## config.mk

```make
export PLATFORM = sky130hd
export DESIGN_NAME = i2c_mem_target
export DESIGN_NICKNAME = d
export VERILOG_FILES = /design/src/rtl/i2cm_pkg.sv /design/src/rtl/i2cm_line_sync.sv /design/src/rtl/i2cm_addr_ctr.sv /design/src/rtl/i2cm_engine.sv /design/src/rtl/i2c_mem_target.sv
export SDC_FILE = /design/constraint.sdc
export NUM_CORES = 1
export LEC_CHECK = 0
export BUFFER_PORTS_ARGS = -buffer_cell sky130_fd_sc_hd__buf_2
export CAP_MARGIN = 20
export CORE_MARGIN = 5
export CORE_UTILIZATION = 55
export CTS_CLUSTER_DIAMETER = 150
export DETAILED_ROUTE_END_ITERATION = 8
export GPL_ROUTABILITY_DRIVEN = 0
export PLACE_DENSITY = 0.86
export SLEW_MARGIN = 30
export SYNTH_ARGS = -nofsm -noshare
export SYNTH_HDL_FRONTEND = slang
export SYNTH_SLANG_ARGS = --single-unit
```

## constraint.sdc

```tcl
create_clock -name clk -period 3.45 [get_ports clk]
set_input_delay 0.345 -clock clk [delete_from_list [all_inputs] [get_ports clk]]
set_output_delay 0.345 -clock clk [all_outputs]
set_load 0.01 [all_outputs]
```

## src/rtl/i2cm_pkg.sv

```systemverilog
package i2cm_pkg;
   typedef enum logic [2:0] {
      ST_IDLE,
      ST_DEV,
      ST_WADDR,
      ST_WDATA,
      ST_ACK,
      ST_RDATA,
      ST_RACK,
      ST_WAIT
   } state_t;
endpackage

```

## src/rtl/i2cm_line_sync.sv

```systemverilog
module i2cm_line_sync #(
   parameter int STAGES = 2
) (
   input  logic clk,
   input  logic rst_n,
   input  logic scl_in,
   input  logic sda_in,
   output logic scl_s,
   output logic sda_s,
   output logic scl_rise,
   output logic scl_fall,
   output logic start_det,
   output logic stop_det
);
   logic [STAGES-1:0] scl_p, sda_p;
   logic scl_q, sda_q;

   generate
      if (STAGES == 1) begin : g_single
         always_ff @(posedge clk or negedge rst_n)
            if (!rst_n) begin
               scl_p <= '1;
               sda_p <= '1;
            end else begin
               scl_p <= scl_in;
               sda_p <= sda_in;
            end
      end else begin : g_chain
         always_ff @(posedge clk or negedge rst_n)
            if (!rst_n) begin
               scl_p <= '1;
               sda_p <= '1;
            end else begin
               scl_p <= {scl_p[STAGES-2:0], scl_in};
               sda_p <= {sda_p[STAGES-2:0], sda_in};
            end
      end
   endgenerate

   always_ff @(posedge clk or negedge rst_n)
      if (!rst_n) begin
         scl_q <= 1'b1;
         sda_q <= 1'b1;
      end else begin
         scl_q <= scl_s;
         sda_q <= sda_s;
      end

   assign scl_s     = scl_p[STAGES-1];
   assign sda_s     = sda_p[STAGES-1];
   assign scl_rise  = scl_s & ~scl_q;
   assign scl_fall  = ~scl_s & scl_q;
   assign start_det = scl_s & scl_q & sda_q & ~sda_s;
   assign stop_det  = scl_s & scl_q & ~sda_q & sda_s;
endmodule

```

## src/rtl/i2cm_addr_ctr.sv

```systemverilog
module i2cm_addr_ctr #(
   parameter int ADDR_W = 11,
   localparam int HI_W  = ADDR_W - 8
) (
   input  logic              clk,
   input  logic              rst_n,
   input  logic              ld_hi,
   input  logic [HI_W-1:0]   hi_val,
   input  logic              ld_lo,
   input  logic [7:0]        lo_val,
   input  logic              inc,
   output logic [ADDR_W-1:0] addr
);
   localparam logic [ADDR_W-1:0] ONE = {{(ADDR_W-1){1'b0}}, 1'b1};

   always_ff @(posedge clk or negedge rst_n)
      if (!rst_n)
         addr <= '0;
      else if (inc)
         addr <= addr + ONE;
      else begin
         if (ld_hi) addr[ADDR_W-1:8] <= hi_val;
         if (ld_lo) addr[7:0]        <= lo_val;
      end
endmodule

```

## src/rtl/i2cm_engine.sv

```systemverilog
module i2cm_engine
   import i2cm_pkg::*;
#(
   parameter int           ADDR_W   = 11,
   parameter logic [3:0]   DEV_CODE = 4'b1010,
   localparam int          HI_W     = ADDR_W - 8
) (
   input  logic              clk,
   input  logic              rst_n,
   input  logic              sda_s,
   input  logic              scl_rise,
   input  logic              scl_fall,
   input  logic              start_det,
   input  logic              stop_det,
   input  logic              busy,
   input  logic [ADDR_W-1:0] addr,
   input  logic [7:0]        rd_data,
   output logic              ld_hi,
   output logic [HI_W-1:0]   hi_val,
   output logic              ld_lo,
   output logic [7:0]        lo_val,
   output logic              inc,
   output logic              sda_oe,
   output logic              wr_req,
   output logic [ADDR_W-1:0] wr_addr,
   output logic [7:0]        wr_data,
   output state_t            st
);
   state_t     nxt;
   logic [7:0] shreg;
   logic [3:0] bitcnt;
   logic       quiet, rx_done, hit;

   assign quiet   = ~start_det & ~stop_det;
   assign rx_done = quiet & scl_fall & (bitcnt == 4'd8);
   assign hit     = (shreg[7:4] == DEV_CODE) & ~busy;
   assign hi_val  = shreg[HI_W:1];
   assign lo_val  = shreg;
   assign ld_hi   = rx_done & (st == ST_DEV) & hit;
   assign ld_lo   = rx_done & (st == ST_WADDR);
   assign inc     = (rx_done & (st == ST_WDATA)) |
                    (quiet & scl_fall & (st == ST_RDATA) & (bitcnt == 4'd7));

   always_ff @(posedge clk or negedge rst_n)
      if (!rst_n) begin
         st      <= ST_IDLE;
         nxt     <= ST_IDLE;
         shreg   <= '0;
         bitcnt  <= '0;
         sda_oe  <= 1'b0;
         wr_req  <= 1'b0;
         wr_addr <= '0;
         wr_data <= '0;
      end else begin
         wr_req <= 1'b0;
         if (start_det) begin
            st     <= ST_DEV;
            bitcnt <= '0;
            sda_oe <= 1'b0;
         end else if (stop_det) begin
            st     <= ST_IDLE;
            bitcnt <= '0;
            sda_oe <= 1'b0;
         end else begin
            unique case (st)
               ST_DEV, ST_WADDR, ST_WDATA: begin
                  if (scl_rise && bitcnt != 4'd8) begin
                     shreg  <= {shreg[6:0], sda_s};
                     bitcnt <= bitcnt + 4'd1;
                  end else if (rx_done) begin
                     bitcnt <= '0;
                     if (st == ST_DEV) begin
                        if (hit) begin
                           sda_oe <= 1'b1;
                           st     <= ST_ACK;
                           nxt    <= shreg[0] ? ST_RDATA : ST_WADDR;
                        end else
                           st <= ST_WAIT;
                     end else begin
                        sda_oe <= 1'b1;
                        st     <= ST_ACK;
                        nxt    <= ST_WDATA;
                        if (st == ST_WDATA) begin
                           wr_req  <= 1'b1;
                           wr_data <= shreg;
                           wr_addr <= addr;
                        end
                     end
                  end
               end
               ST_ACK: if (scl_fall) begin
                  st     <= nxt;
                  bitcnt <= '0;
                  shreg  <= rd_data;
                  sda_oe <= (nxt == ST_RDATA) ? ~rd_data[7] : 1'b0;
               end
               ST_RDATA: if (scl_fall) begin
                  if (bitcnt == 4'd7) begin
                     sda_oe <= 1'b0;
                     st     <= ST_RACK;
                  end else begin
                     shreg  <= {shreg[6:0], 1'b0};
                     sda_oe <= ~shreg[6];
                     bitcnt <= bitcnt + 4'd1;
                  end
               end
               ST_RACK: begin
                  if (scl_rise && sda_s)
                     st <= ST_WAIT;
                  else if (scl_fall) begin
                     shreg  <= rd_data;
                     sda_oe <= ~rd_data[7];
                     bitcnt <= '0;
                     st     <= ST_RDATA;
                  end
               end
               default: ;
            endcase
         end
      end
endmodule

```

## src/rtl/i2c_mem_target.sv

```systemverilog
module i2c_mem_target
   import i2cm_pkg::*;
#(
   parameter int         ADDR_W      = 11,
   parameter int         SYNC_STAGES = 2,
   parameter logic [3:0] DEV_CODE    = 4'b1010
) (
   input  logic              clk,
   input  logic              rst_n,
   input  logic              scl_in,
   input  logic              sda_in,
   output logic              sda_oe,
   input  logic              busy,
   output logic              wr_req,
   output logic [ADDR_W-1:0] wr_addr,
   output logic [7:0]        wr_data,
   output logic [ADDR_W-1:0] rd_addr,
   input  logic [7:0]        rd_data
);
   localparam int HI_W = ADDR_W - 8;

   generate
      if (ADDR_W < 9 || ADDR_W > 11) begin : g_bad_addr
         $error("ADDR_W must lie in 9..11");
      end
      if (SYNC_STAGES < 1 || SYNC_STAGES > 4) begin : g_bad_sync
         $error("SYNC_STAGES must lie in 1..4");
      end
   endgenerate

   logic scl_s, sda_s, scl_rise, scl_fall, start_det, stop_det;
   logic ld_hi, ld_lo, inc;
   logic [HI_W-1:0]   hi_val;
   logic [7:0]        lo_val;
   logic [ADDR_W-1:0] addr;
   state_t            st;

   i2cm_line_sync #(.STAGES(SYNC_STAGES)) u_sync (
      .clk(clk), .rst_n(rst_n), .scl_in(scl_in), .sda_in(sda_in),
      .scl_s(scl_s), .sda_s(sda_s), .scl_rise(scl_rise), .scl_fall(scl_fall),
      .start_det(start_det), .stop_det(stop_det)
   );

   i2cm_addr_ctr #(.ADDR_W(ADDR_W)) u_ctr (
      .clk(clk), .rst_n(rst_n), .ld_hi(ld_hi), .hi_val(hi_val),
      .ld_lo(ld_lo), .lo_val(lo_val), .inc(inc), .addr(addr)
   );

   i2cm_engine #(.ADDR_W(ADDR_W), .DEV_CODE(DEV_CODE)) u_eng (
      .clk(clk), .rst_n(rst_n), .sda_s(sda_s), .scl_rise(scl_rise),
      .scl_fall(scl_fall), .start_det(start_det), .stop_det(stop_det),
      .busy(busy), .addr(addr), .rd_data(rd_data), .ld_hi(ld_hi),
      .hi_val(hi_val), .ld_lo(ld_lo), .lo_val(lo_val), .inc(inc),
      .sda_oe(sda_oe), .wr_req(wr_req), .wr_addr(wr_addr),
      .wr_data(wr_data), .st(st)
   );

   assign rd_addr = addr;
endmodule

```

==> flow_summary.json, run 1 <==
{
  "ff_latch_area_um2": 1410,
  "cp.arrival_ns": 2.68,
  "fin_setup_tns_ns": 0,
  "synth-simple-area-share_pct": 22.9,
  "pwr-share-seq_pct": 58.9,
  "cap_viol_max_count": 0,
  "max_stage_delay_ns": 0.52,
  "avgRoutedWirePerCell_um": 15.9,
  "nets": 353,
  "grt_pass1_vias": 2312,
  "r2r_setup_slack_ns": 1.03,
  "synth_area_per_cell_um2": 9.87,
  "power_density_nw_per_um2": 415,
  "syn_inst": 294,
  "synthAdderAreaFrac_pct": 1.29,
  "cts_tree": "yes",
  "grt_usage_pct": 20.6,
  "grt_pass1_wl_um": 10900,
  "slew_violations": 0,
  "via_count": 2378,
  "yosys_register_bits": 56,
  "hold_viol_final": 0,
  "switchingPower_uw": 379,
  "post-route-period-util_pct": 70.3,
  "synth_top_family_by_area": "simple AND/OR/NAND/NOR gates",
  "clkPwrFrac_pct": 32.3,
  "yosysWarnings": 0,
  "drtIter0Drc": 162,
  "cp.required_ns": 3.71,
  "grt_max_degree": 33,
  "sw_frac_of_total_pct": 27.8,
  "rr_startpoint": "u_eng.bitcnt[0]",
  "cp_cell_sequence": "inv_1 -> ha_1 -> and3b_1 -> nand4_1 -> buf_4 -> inv_1 -> nand2_1 -> nand2_1",
  "start_kind": "flop",
  "dp_hpwl_um": 4790,
  "pin_count": 45,
  "p_comb_share_pct": 8.7,
  "hold_path.class": "input pin to asynchronous set/reset pin",
  "finClkSkew_ns": 0.0118,
  "synth_xor_area_share_pct": 0.302,
  "cts.repair.resized": 0,
  "cts_root_buf": "clkbuf_8",
  "max-slew-margin-rel_pct": 56.7,
  "totalWireLength_um": 6490,
  "worst_path_max_delay_cell": "nand4_1",
  "clk_latency_ns": 0.31,
  "crit_fanout": 14,
  "worst_pin_slew_ns": 0.648,
  "instances_no_fill": 408,
  "syn_area_um2": 2900,
  "cts_setup_buffers": 0,
  "ctsHoldBuffers": 0,
  "cts_buffers": 5,
  "yosysSeqAreaShare_pct": 48.5,
  "clock_path_buffers": 2,
  "coreArea_um2": 5110,
  "synth_edf_count": 0,
  "post-route-min-period_ns": 2.42,
  "status": "finished clean",
  "p_leak_uw": 0.00157,
  "critical_path_class": "flop to flop",
  "multi_input_area_um2": 1380,
  "reg2reg_to": "u_eng.wr_addr[5]",
  "synth_compound_area_share_pct": 15.3,
  "drc_errors": 0,
  "dp.cells": 399,
  "drive_gt1_share_pct": 25.1,
  "end_kind": "flop",
  "fmax_ghz": 0.412,
  "htree_levels": 2,
  "dieWidth_um": 82.7,
  "async_reset_ff_share_pct": 100,
  "clock_sinks": 56,
  "synth_ff_type": "dfrtp_1",
  "antenna_found_initial": 0,
  "holdWs_ns": 0.00348,
  "io_buffers": 44,
  "drt_first_pass_iters": 4,
  "ant_nets": 0,
  "syn2layout_area_growth_pct": 13.0,
  "initial_core_util_pct": 56.8,
  "ys_types": 63,
  "grt_overflow_total": 0,
  "antenna-diode-count": 0,
  "vdd_drop_max_uv": 284,
  "row_count": 26,
  "num-fill-cells": 431,
  "reg2regPathDepth": 8,
  "synth_fp_nets": 310,
  "synthMuxAreaShare_pct": 7.67,
  "die_h_um": 82.7,
  "rsz0062_at_grt": "no",
  "dieArea_um2": 6830,
  "vias_per_cell": 5.83,
  "clkTransAtPathRegs_ns": 0.11,
  "p_int_uw": 983,
  "setup_viol": 0
}
flip-flops by register name, indices dropped and copies added (netlist names):
| signal | flops |
|---|---|
| u_ctr.addr | 11 |
| u_eng.bitcnt | 4 |
| u_eng.lo_val | 8 |
| u_eng.nxt | 3 |
| u_eng.sda_oe | 1 |
| u_eng.st | 3 |
| u_eng.wr_addr | 11 |
| u_eng.wr_data | 8 |
| u_eng.wr_req | 1 |
| u_sync.scl_p | 2 |
| u_sync.scl_q | 1 |
| u_sync.sda_p | 2 |
| u_sync.sda_q | 1 |
worst max-delay path by stage:
stage / startpoint / endpoint / cells after the start
after floorplan: u_eng.bitcnt[0] / u_ctr.addr[3] / 8
after global placement: u_eng.bitcnt[0] / u_eng.wr_addr[2] / 8
after detailed placement: u_eng.bitcnt[0] / u_eng.wr_addr[5] / 8
after CTS: u_eng.bitcnt[0] / u_eng.wr_addr[5] / 8
after global routing: u_eng.bitcnt[0] / u_eng.wr_addr[4] / 8
final: u_eng.bitcnt[0] / u_eng.wr_addr[5] / 8
per-stage QoR:
step	total power, uW	cell area [um2]	utilization, %	setup WS [ns]
6_report	1360	3280	64.2	1.03
5_1_grt	1420	3280	64.2	0.735
4_1_cts	1370	3280	64.1	0.995
3_5_place_dp	930	3160	61.9	1.04
3_3_place_gp	918	3160	61.9	1.18
2_1_floorplan	854	2900	-	1.53
cells in the mapped netlist, drive strengths merged (2+ instances only):
library cell  number  area [um2]
nand4              6        37.5
nor3b              3        38.8
dfrtp             50        1250
o311ai             2        17.5
o32ai              2        17.5
nor4               3        18.8
inv               12        45.0
a22oi              2        15.0
and3b              2        17.5
or2                2        12.5
nand2             61         229
nand2b             3        18.8
nor3               8        45.0
ha                 3        37.5
a32o               3        30.0
and3               8        60.1
mux2               7        82.6
nor2              16        60.1
o21a               2        22.5
a211oi             4        35.0
nand3              6        30.0
dfstp              6         158
o22ai              2        12.5
o21ai             20         111
a21oi              4        20.0
buf               11        68.8
o211ai             3        27.5
nor2b              5        31.3
mux2i             14         140
a31oi              2        12.5
and2b              3        25.0
critical path, delay by kind of cell (launching register included):
kind                       cells  cell delay (ns)
adders and majority gates      1             0.16
buffers and inverters          3             0.75
DFF                            1             0.43
and+or+nand+nor                4             1.02
area by class of cell:
cell class / instances / share of cell area [%]
multi-input combinational: 214 / 42.0
tap: 70 / 2.67
timing repair buffer: 48 / 7.55
clock inverter: 3 / 1.41
inverter: 12 / 1.37
sequential: 56 / 42.9
clock buffer: 5 / 2.10
cell families after synthesis:
kind of cell	count (synthesis)
xor gates and xnor gates	1
and+or+nand+nor	131
DFF	56
AOI/OAI and AO/OA	58
buffers and inverters	24
muxes	21
adders and majority gates	3
per-layer routing:
metal	up-vias	share of wire, %	track usage, %	wire [um]
met1	1153	43	28.7	2770
li1	1141	-	-	-
met4	0	1.4	6.70	94
met3	9	6.4	3.04	415
met2	75	49	33.2	3210
met5	-	0	0	0
layout by cell type (no fill, tap or decap), types with 6 or more instances in the layout:
cell type and instances:
nand3_1 6, dfrtp_1 50, dfstp_2 6, and3_1 6, mux2i_1 14, nor2_1 16, buf_2 44, nand4_1 6
o21ai_0 19, nor3_1 7, nand2_1 61, mux2_2 6, inv_1 12
power groups by stage:
stage / Sequential [uW] / Combinational (uW) / Clock (uW)
5_1_grt: 813 / 140 / 472
3_5_place_dp: 811 / 119 / 0
6_report: 802 / 119 / 440
2_1_floorplan: 772 / 82.7 / 0
4_1_cts: 799 / 119 / 452
3_3_place_gp: 807 / 111 / 0
(Power assumes the default switching activity.)
==> run 2, diff against run 1 <==
==> constraint.sdc (replaced) <==
create_clock -name clk -period 2.4 [get_ports clk]
set_input_delay 0.24 -clock clk [delete_from_list [all_inputs] [get_ports clk]]
set_output_delay 0.24 -clock clk [all_outputs]
set_load 0.01 [all_outputs]
==> run 2 against run 1 <==
Compared with the run above:
- register-to-register slack lost 0.70 ns
- non-clock buffer count rose by 2
- via count rose by 1.1%
- critical path type unchanged
==> flow_summary.json, run 2 (synthesis results as in run 1) <==
{
  "syn2layout_area_growth_pct": 12.6,
  "cts_tree": "yes",
  "switchingPower_uw": 538,
  "pin_count": 45,
  "nets": 355,
  "vdd_drop_max_uv": 411,
  "max-slew-margin-rel_pct": 53.9,
  "fin_setup_tns_ns": 0,
  "htree_levels": 2,
  "hold_viol_final": 0,
  "antenna_found_initial": 0,
  "grt_max_degree": 57,
  "coreArea_um2": 5110,
  "rsz0062_at_grt": "no",
  "cp_cell_sequence": "inv_1 -> ha_1 -> and3b_1 -> and3_4 -> o21ai_4 -> mux2_4 -> a221oi_2",
  "dieWidth_um": 82.7,
  "hold_path.class": "input pin to flop",
  "avgRoutedWirePerCell_um": 15.7,
  "cts_buffers": 5,
  "io_buffers": 44,
  "cap_viol_max_count": 0,
  "status": "finished clean",
  "cp.arrival_ns": 2.32,
  "cp.required_ns": 2.64,
  "start_kind": "flop",
  "vias_per_cell": 5.86,
  "crit_buf_inv": 1,
  "crit_fanout": 9,
  "dp_hpwl_um": 4660,
  "cts_setup_buffers": 0,
  "end_kind": "flop",
  "instances_no_fill": 410,
  "max_stage_delay_ns": 0.42,
  "fmax_ghz": 0.481,
  "ff_latch_area_um2": 1410,
  "die_h_um": 82.7,
  "grt_pass1_wl_um": 10600,
  "clk_latency_ns": 0.32,
  "cts.repair.resized": 0,
  "clkPwrFrac_pct": 28.3,
  "ant_nets": 0,
  "totalWireLength_um": 6460,
  "final_common_cell": "nand2_1",
  "dp.cells": 402,
  "pwr-share-seq_pct": 62.6,
  "via_count": 2403,
  "p_comb_share_pct": 9.1,
  "clkTransAtPathRegs_ns": 0.11,
  "grt_usage_pct": 20.1,
  "p_int_uw": 1310,
  "final_cell_mix": "nand2_1, dfrtp_1, buf_2, o21ai_0, nor2_1",
  "drtIter0Drc": 195,
  "post-route-period-util_pct": 86.5,
  "sw_frac_of_total_pct": 29.2,
  "worst_pin_slew_ns": 0.692,
  "slew_violations": 0,
  "num-fill-cells": 435,
  "grt_pass1_vias": 2249,
  "drt_first_pass_iters": 4,
  "clock_sinks": 56,
  "reg_top3": "u_ctr.addr x11, u_eng.wr_addr x11",
  "post-route-min-period_ns": 2.08,
  "grt_overflow_total": 0,
  "cp_top_family": "simple AND/OR/NAND/NOR gates",
  "dieArea_um2": 6830,
  "power_density_nw_per_um2": 564,
  "antenna-diode-count": 0,
  "worst_path_max_delay_cell": "dfrtp_1",
  "drc_errors": 0,
  "drive_gt1_share_pct": 25.3,
  "finClkSkew_ns": 0.0169,
  "p_leak_uw": 0.00157,
  "clock_path_buffers": 2,
  "row_count": 26,
  "initial_core_util_pct": 56.8,
  "setup_viol": 0,
  "critical_path_class": "flop to flop",
  "cts_root_buf": "clkbuf_8",
  "multi_input_area_um2": 1380,
  "ctsHoldBuffers": 0
}
==> run 2: changes by cell type in the layout (fill, tap and decap cells not counted) <==
cell       previous run  this run
buf_4                 3         6
bufinv_16             1         0
clkbuf_1              0         1
clkbuf_2              1         0
inv_6                 0         1
inv_8                 1         0
==> run 2: final timing paths <==
| kind | from | to | slack [ns] | depth (start not counted) |
|---|---|---|---|---|
| hold reg to reg | u_sync.scl_p[0] | u_sync.scl_p[1] | 0.36 | 0 |
| setup / recovery | u_eng.bitcnt[0] | u_ctr.addr[3] | 0.32 | 7 |
| setup reg to reg | u_eng.bitcnt[0] | u_ctr.addr[3] | 0.32 | 7 |
| max in group asynchronous | rst_n | u_eng.bitcnt[3] | 1.89 | 2 |
| min in group asynchronous | rst_n | u_eng.bitcnt[0] | 0.04 | 2 |
| hold / removal | scl_in | u_sync.scl_p[0] | 0.02 | 1 |
==> run 2: power groups by stage <==
stage          logic (uW)  clock network [uW]  registers (uW)
2_1_floorplan         119                   0            1110
3_3_place_gp          158                   0            1160
3_5_place_dp          169                   0            1170
4_1_cts               170                 535            1150
5_1_grt               200                 569            1160
6_report              167                 522            1150
==> run 2: through the flow <==
stage                     worst slack (ns)  cell area [um2]  total power, uW  utilization, %  hold slack [ns]
final                                0.323             3270             1840            64.0           0.0194
after floorplan                      0.480             2900             1230               -          -0.0556
after global routing                 0.220             3270             1930            64.0          0.00253
after global placement               0.430             3180             1320            62.3            0.346
after detailed placement             0.362             3180             1330            62.3            0.347
after CTS                            0.342             3270             1850            64.0          0.00911
==> run 2: final cells by class <==
cell class	count	share of cell area, %
Tap cell	70	2.68
Clock inverter	2	0.421
Multi-Input combinational cell	214	42.1
Sequential cell	56	43.1
Inverter	12	1.38
Clock buffer	6	2.22
Timing Repair Buffer	50	8.11
==> run 2: per-layer routing <==
layer / up-vias / wire length (um) / global-route usage (%)
li1: 1145 / - / -
met1: 1151 / 2880 / 27.5
met2: 97 / 3040 / 31.3
met3: 10 / 447 / 4.23
met4: 0 / 99 / 7.68
met5: - / 0 / 0
